$ cat config.mk
export PLATFORM = sky130hd
export DESIGN_NAME = cich_xcvr
export DESIGN_NICKNAME = d
export VERILOG_FILES = /design/src/rtl/cich_xcvr.sv
export SDC_FILE = /design/constraint.sdc
export NUM_CORES = 1
export LEC_CHECK = 0
export BUFFER_PORTS_ARGS = -buffer_cell sky130_fd_sc_hd__buf_2
export CAP_MARGIN = 5
export CORE_MARGIN = 2
export CORE_UTILIZATION = 50
export DETAILED_ROUTE_END_ITERATION = 12
export MAX_ROUTING_LAYER = met4
export PLACE_DENSITY = 0.76
export SLEW_MARGIN = 20
export SYNTH_ARGS = -nofsm -noshare
export SYNTH_HDL_FRONTEND = slang
export SYNTH_SLANG_ARGS = --single-unit
$ cat constraint.sdc
create_clock -name clk -period 1.8 [get_ports clk]
set_input_delay 0.18 -clock clk [delete_from_list [all_inputs] [get_ports clk]]
set_output_delay 0.18 -clock clk [all_outputs]
set_load 0.03 [all_outputs]
$ cat src/rtl/cich_xcvr.sv
module cich_xcvr #(
  parameter int MSG_W = 4
) (
  input  logic               clk,
  input  logic               rst_n,
  input  logic               tx_wr,
  input  logic [2*MSG_W-1:0] tx_wdata,
  output logic [2*MSG_W-1:0] tx_data,
  output logic               tx_valid,
  input  logic               rx_rd,
  output logic [2*MSG_W-1:0] rx_data,
  output logic               rx_valid,
  input  logic               irq_en,
  input  logic               irq_clr,
  output logic               irq,
  input  logic               frame_sync,
  input  logic               bit_en,
  input  logic               sync_ok,
  output logic               tx_sd,
  input  logic               rx_sd
);
  localparam int CNT_W = $clog2(MSG_W + 1);
  localparam logic [CNT_W-1:0] LAST = CNT_W'(MSG_W - 1);
  localparam logic [CNT_W-1:0] FULL = CNT_W'(MSG_W);

  logic [MSG_W-1:0] tx_sh, rx_sh;
  logic             tx_run, rx_run, irq_flag;
  logic [CNT_W-1:0] rx_cnt;

  wire              slot    = bit_en && !frame_sync && sync_ok;
  wire [MSG_W-1:0]  rx_msg  = {rx_sh[MSG_W-2:0], rx_sd};
  wire              rx_load = slot && rx_run && (rx_cnt == LAST);
  wire              rx_new  = rx_load && (rx_msg != rx_data[MSG_W-1:0]);

  assign tx_sd = (slot && tx_run) ? tx_sh[MSG_W-1] : 1'b1;
  assign irq   = irq_flag && irq_en;

  always_ff @(posedge clk or negedge rst_n) begin
    if (!rst_n) begin
      tx_data  <= '0;
      tx_valid <= 1'b0;
    end else begin
      if (tx_wr) tx_data <= tx_wdata;
      if (!sync_ok)   tx_valid <= 1'b0;
      else if (tx_wr) tx_valid <= 1'b1;
    end
  end

  always_ff @(posedge clk or negedge rst_n) begin
    if (!rst_n) begin
      tx_sh  <= '1;
      tx_run <= 1'b0;
    end else if (!sync_ok) begin
      tx_sh  <= '1;
      tx_run <= 1'b0;
    end else if (frame_sync) begin
      tx_sh  <= tx_valid ? tx_data[MSG_W-1:0] : '1;
      tx_run <= 1'b1;
    end else if (slot && tx_run) begin
      tx_sh  <= {tx_sh[MSG_W-2:0], 1'b1};
    end
  end

  always_ff @(posedge clk or negedge rst_n) begin
    if (!rst_n) begin
      rx_sh  <= '0;
      rx_cnt <= '0;
      rx_run <= 1'b0;
    end else if (!sync_ok) begin
      rx_sh  <= '0;
      rx_cnt <= '0;
      rx_run <= 1'b0;
    end else if (frame_sync) begin
      rx_sh  <= '0;
      rx_cnt <= '0;
      rx_run <= 1'b1;
    end else if (slot && rx_run && rx_cnt != FULL) begin
      rx_sh  <= rx_msg;
      rx_cnt <= rx_cnt + 1'b1;
    end
  end

  always_ff @(posedge clk or negedge rst_n) begin
    if (!rst_n) begin
      rx_data  <= '1;
      rx_valid <= 1'b0;
      irq_flag <= 1'b0;
    end else begin
      if (rx_load)    rx_data <= {rx_msg, rx_msg};
      if (rx_load)    rx_valid <= 1'b1;
      else if (rx_rd) rx_valid <= 1'b0;
      if (rx_new)       irq_flag <= 1'b1;
      else if (irq_clr) irq_flag <= 1'b0;
    end
  end
endmodule


# == After elaboration in Yosys (flattened, before gate mapping) ==
# Cells that the tools add are included.
# word_totals
register_bits,30
in_bits,18
wordCells,46
# op_classes
add_sub_neg,1
n_eq_ne,7
muxes,19
reduce_logical,10
# ops
operator,n
2-to-1 mux 3 bit,6
2-to-1 mux 4 bit,4
2-to-1 mux 1 bit,9
logical AND 1 bit,7
inequality test 3 x 2 -> 1 bit (second input constant),2
inequality test 2 bit (second input constant),2
inequality test 4 bit,1
nonzero test 2 bit,2
adder 3 x 1 -> 3 bit (second input constant),1
== test 3 x 2 -> 1 bit (second input constant),1
inequality test 3 bit (second input constant),1
logical NOT 1 bit,1

# == Longest topological paths before layout ==
# logic_depth
ltp_word,8
depth_mapped,5
depth_no_buf,5

# == Worst setup path after synthesis ==
# Ideal clock, no wire load.
# synth_timing
path_type,register to register
start,register rx_cnt[0]
end,register rx_cnt[0]
arrival_ns,1.250
required_time_ns,1.675
slack_ns,0.425
path_stages_with_launch,6
path_buffers,0
period_less_slack_ns,1.375
cell_sequence,dfrtp_1 inv_1 ha_1 nand2_1 a21oi_4 mux2_2
# synth_between
elab_chain_cells,4
elab_cells_between_ends,7
# synth_lines
element,line,rtl
from (decl),28,logic [CNT_W-1:0] rx_cnt;
from (signal assigned),79,rx_cnt <= rx_cnt + 1'b1;
adder 3 x 1 -> 3 bit,79,
2-to-1 mux 3 bit,77,end else if (slot && rx_run && rx_cnt != FULL) begin
2-to-1 mux 3 bit,73,end else if (frame_sync) begin
2-to-1 mux 3 bit,69,end else if (!sync_ok) begin
# Several ways; a longest one is shown, not always the timed one. The select of a mux whose other input is x is not followed.
# A chain may end at the register's enable or synchronous reset.

# == Worst setup path after layout ==
# Ends and elaborated chain as after synthesis.

==> out/results.md <==
- **run status** finished clean
- **Slew HR** 0.622
- **worst-case clock buffer depth** 2
- **Cell variety after synth** 30
- **sequential area share after synthesis** 0.536
- **Slew Viols, Final** 0
- **antenna violations before repair** 0
- **Core Region** 2280 sq um
- **clock tree from TritonCTS** done
- **Residual DRC** 0
- **arrival time at the worst endpoint** 1.72 ns
- **synthesized cell area** 1230 sq um
- **startpoint of the most critical setup path** rx_cnt[0]
- **number of synthesis warnings** 0
- **root buffer cell** clkbuf_4
- **drt wl/cell** 13.9 um
- **required time of the critical path** 2.02 ns
- **grt total ovfl** 0
- **vias after detailed routing** 844
- **Critical Path, Cell by Cell** inv_1 -> ha_1 -> nand2_1 -> a21oi_4 -> mux2_2
- **top-count cell post-synth** dfrtp_1
- **share of synthesized registers carrying an async set or reset** 1.00
- **portion of total power attributed to sequential cells** 0.528
- **number of register bits inferred by synthesis** 26
- **Hold Violations, Final** 0
- **overall die width** 53.6 um
- **fraction of layout instances using a drive strength above 1** 0.527
- **number of enable-type register cells in the synthesized netlist** 0
- **Post-Place Cells** 154
- **post-route ant nets** 0
- **pin count of the biggest net entering global routing** 27
- **total clock sinks** 26
- **Post-Synthesis Net Count** 117
- **Worst-Skew Late Latency** 0.33 ns
- **Worst Setup Start Kind** flip-flop
- **Max Cap Viol** 0
- **Overall Global Routing Usage** 0.184
- **total wire length** 2.21 mm
- **Worst Tran Pin Value** 0.566 ns
- **Worst Skew** 0.00584 ns
- **post-CTS clock slew at the launch and capture registers of the worst setup and hold paths** 0.15 ns
- **number of cell rows** 17
- **maximum fanout along the worst path** 5
- **Gate power share** 0.137
- **synthesis-to-finish area growth** 18.5%
- **fill count** 174
- **top area cells in the synthesized netlist** dfrtp_1 (37%), dfstp_2 (17%), mux2_2 (8.2%)
- **RSZ-0062 raised after global routing** false
- **fraction of power spent switching nets** 0.249
- **Initial DRC Count** 7
- **Sequential Area** 661 sq um
- **Worst Setup End Kind** flip-flop
- **prevailing post-synth register cell** dfrtp_1
- **Cell Pwr Density** 831 nW/um^2
- **buffers inserted during post-CTS setup optimization** 0
- **Critical Path Slowest Stage Cell** dfrtp_1
- **via count of the first global-routing pass** 804
- **post-layout min period** 1.50 ns
- **area used by multi-input combinational logic** 498 sq um
- **commonest cells in the netlist** dfrtp_1 (18), mux2_2 (9), dfstp_2 (8)
- **min-delay worst type** input port to flip-flop
- **Syn Area/Cell** 12.8 sq um
- **Hold Startpoint** rx_rd
- **height of the chip** 53.6 um
- **global-route wire length before repair** 3.63 mm
- **setup_tns** 0 ns
- **routability congestion estimate** 0.760
- **Static Leakage** 0.723 nW
- **H-tree depth** 1
- **antenna diode count** 0
- **# setup viols final** 0
- **DIE AREA** 2880 sq um
- **switching power** 0.303 mW
- **number of nets in the layout** 153
- **number of clock buffers inserted by TritonCTS** 3
- **first-pass iteration count of the detailed router** 2
- **top cell type by total area after synthesis** dfrtp_1
- **Internal Dissipation** 0.911 mW
- **share of the cycle needed by the critical path after routing** 0.833
- **Initial Util** 0.542
- **largest stage delay on the critical path** 0.43 ns
- **count of boundary I/O pins** 38
- **worst ir drop on vdd** 687 uV
- **fraction of power consumed by the clock network** 0.335
- **port bufs** 37
- **area share of the leading cell type in the synthesized netlist** 0.365
- **f_max** 667 MHz
- **final cell count without fillers** 159
- **FF-to-FF Start** rx_cnt[0]
- **cells after synthesis** 96
- **via density per instance** 5.31
- **worst setup path category** flip-flop to flip-flop
## layer usage
layer	vias up	GRT usage	part of all wire
li1	403	-	-
met1	407	0.223	0.43
met2	30	0.300	0.50
met3	4	0.0361	0.057
met4	0	0.0769	0.012
met5	-	-	0
## cells in the final DEF (no fill, tap or decap), types with 3 or more instances in the layout
master / netlist / layout
nor2_1: 5 / 5
xor2_1: 4 / 4
nand4_1: 3 / 3
a21bo_2: 3 / 3
clkbuf_4: 0 / 3
nand2_1: 3 / 3
buf_2: 2 / 37
dfrtp_1: 18 / 18
inv_1: 5 / 5
ha_1: 3 / 3
mux2_2: 9 / 9
mux2_4: 4 / 4
a21oi_1: 4 / 4
dfstp_2: 8 / 8
o2bb2ai_1: 3 / 3
## final timing paths
kind	end	slack, ns	cells past startpoint
worst max-delay path	rx_cnt[0]	0.30	5
worst min-delay path	rx_valid	0.02	2
worst max register to register	rx_cnt[0]	0.30	5
worst min register to register	tx_sh[3]	0.50	1
max in group asynchronous	rx_data[4]	1.07	2
min in group asynchronous	tx_valid	0.35	2
## state kept, by name (all words and copies together) (netlist names)
signal / flops
irq_flag: 1
tx_valid: 1
rx_run: 1
rx_data: 4
rx_valid: 1
rx_sh: 3
tx_sh: 4
tx_data: 8
rx_cnt: 3
## area by class of cell
class	instances	area share
clock buffers	3	0.0154
clock inverters	1	0.0206
inverters	5	0.0129
multi-input cells	58	0.341
flip-flops and latches	26	0.452
well taps	28	0.0240
repair buffers	38	0.134
## what timing repair did
| item | 4_1_cts | 5_1_grt |
|---|---|---|
| endpoints found under the hold margin | 18 | 0 |
| gates resized for setup | 0 | 0 |
| hold buffers | 1 | 0 |
## kinds of logic after synthesis
kind of cell	Yosys count	share of synthesized area
compound gates	17	0.109
flops	26	0.536
xor+xnor	4	0.0284
buf+inv	12	0.0599
fa+ha+maj	3	0.0305
mux	14	0.139
simple gates	20	0.0975
## critical path: cells and delay by family (launching register included)
family                     cells  cell delay [ns]
muxes                          1             0.37
DFF                            1             0.43
buffers and inverters          1             0.07
AOI/OAI and AO/OA              1             0.25
adders and majority gates      1             0.15
and+or+nand+nor                1             0.14
## power by group through the flow
stage | sequential [mW] | combinational [mW] | clock (mW)
4_1_cts | 0.641 | 0.169 | 0.412
3_3_place_gp | 0.650 | 0.163 | 0
2_1_floorplan | 0.690 | 0.0677 | 0
6_report | 0.641 | 0.166 | 0.407
5_1_grt | 0.647 | 0.181 | 0.434
3_5_place_dp | 0.652 | 0.168 | 0
## per-stage QoR
| stage | setup slack [ns] | hold WS [ns] | area (sq um) | power [mW] | util |
|---|---|---|---|---|---|
| finish | 0.300 | 0.0209 | 1460 | 1.21 | 0.642 |
| global route | 0.234 | 0.0377 | 1460 | 1.26 | 0.642 |
| CTS | 0.295 | 0.0188 | 1460 | 1.22 | 0.642 |
| detailed placement | 0.317 | 0.205 | 1400 | 0.819 | 0.614 |
| global placement | 0.389 | 0.201 | 1400 | 0.812 | 0.614 |
| floorplan | 0.425 | -0.116 | 1230 | 0.758 | - |
Note: power is estimated with default switching activity, not from simulation.
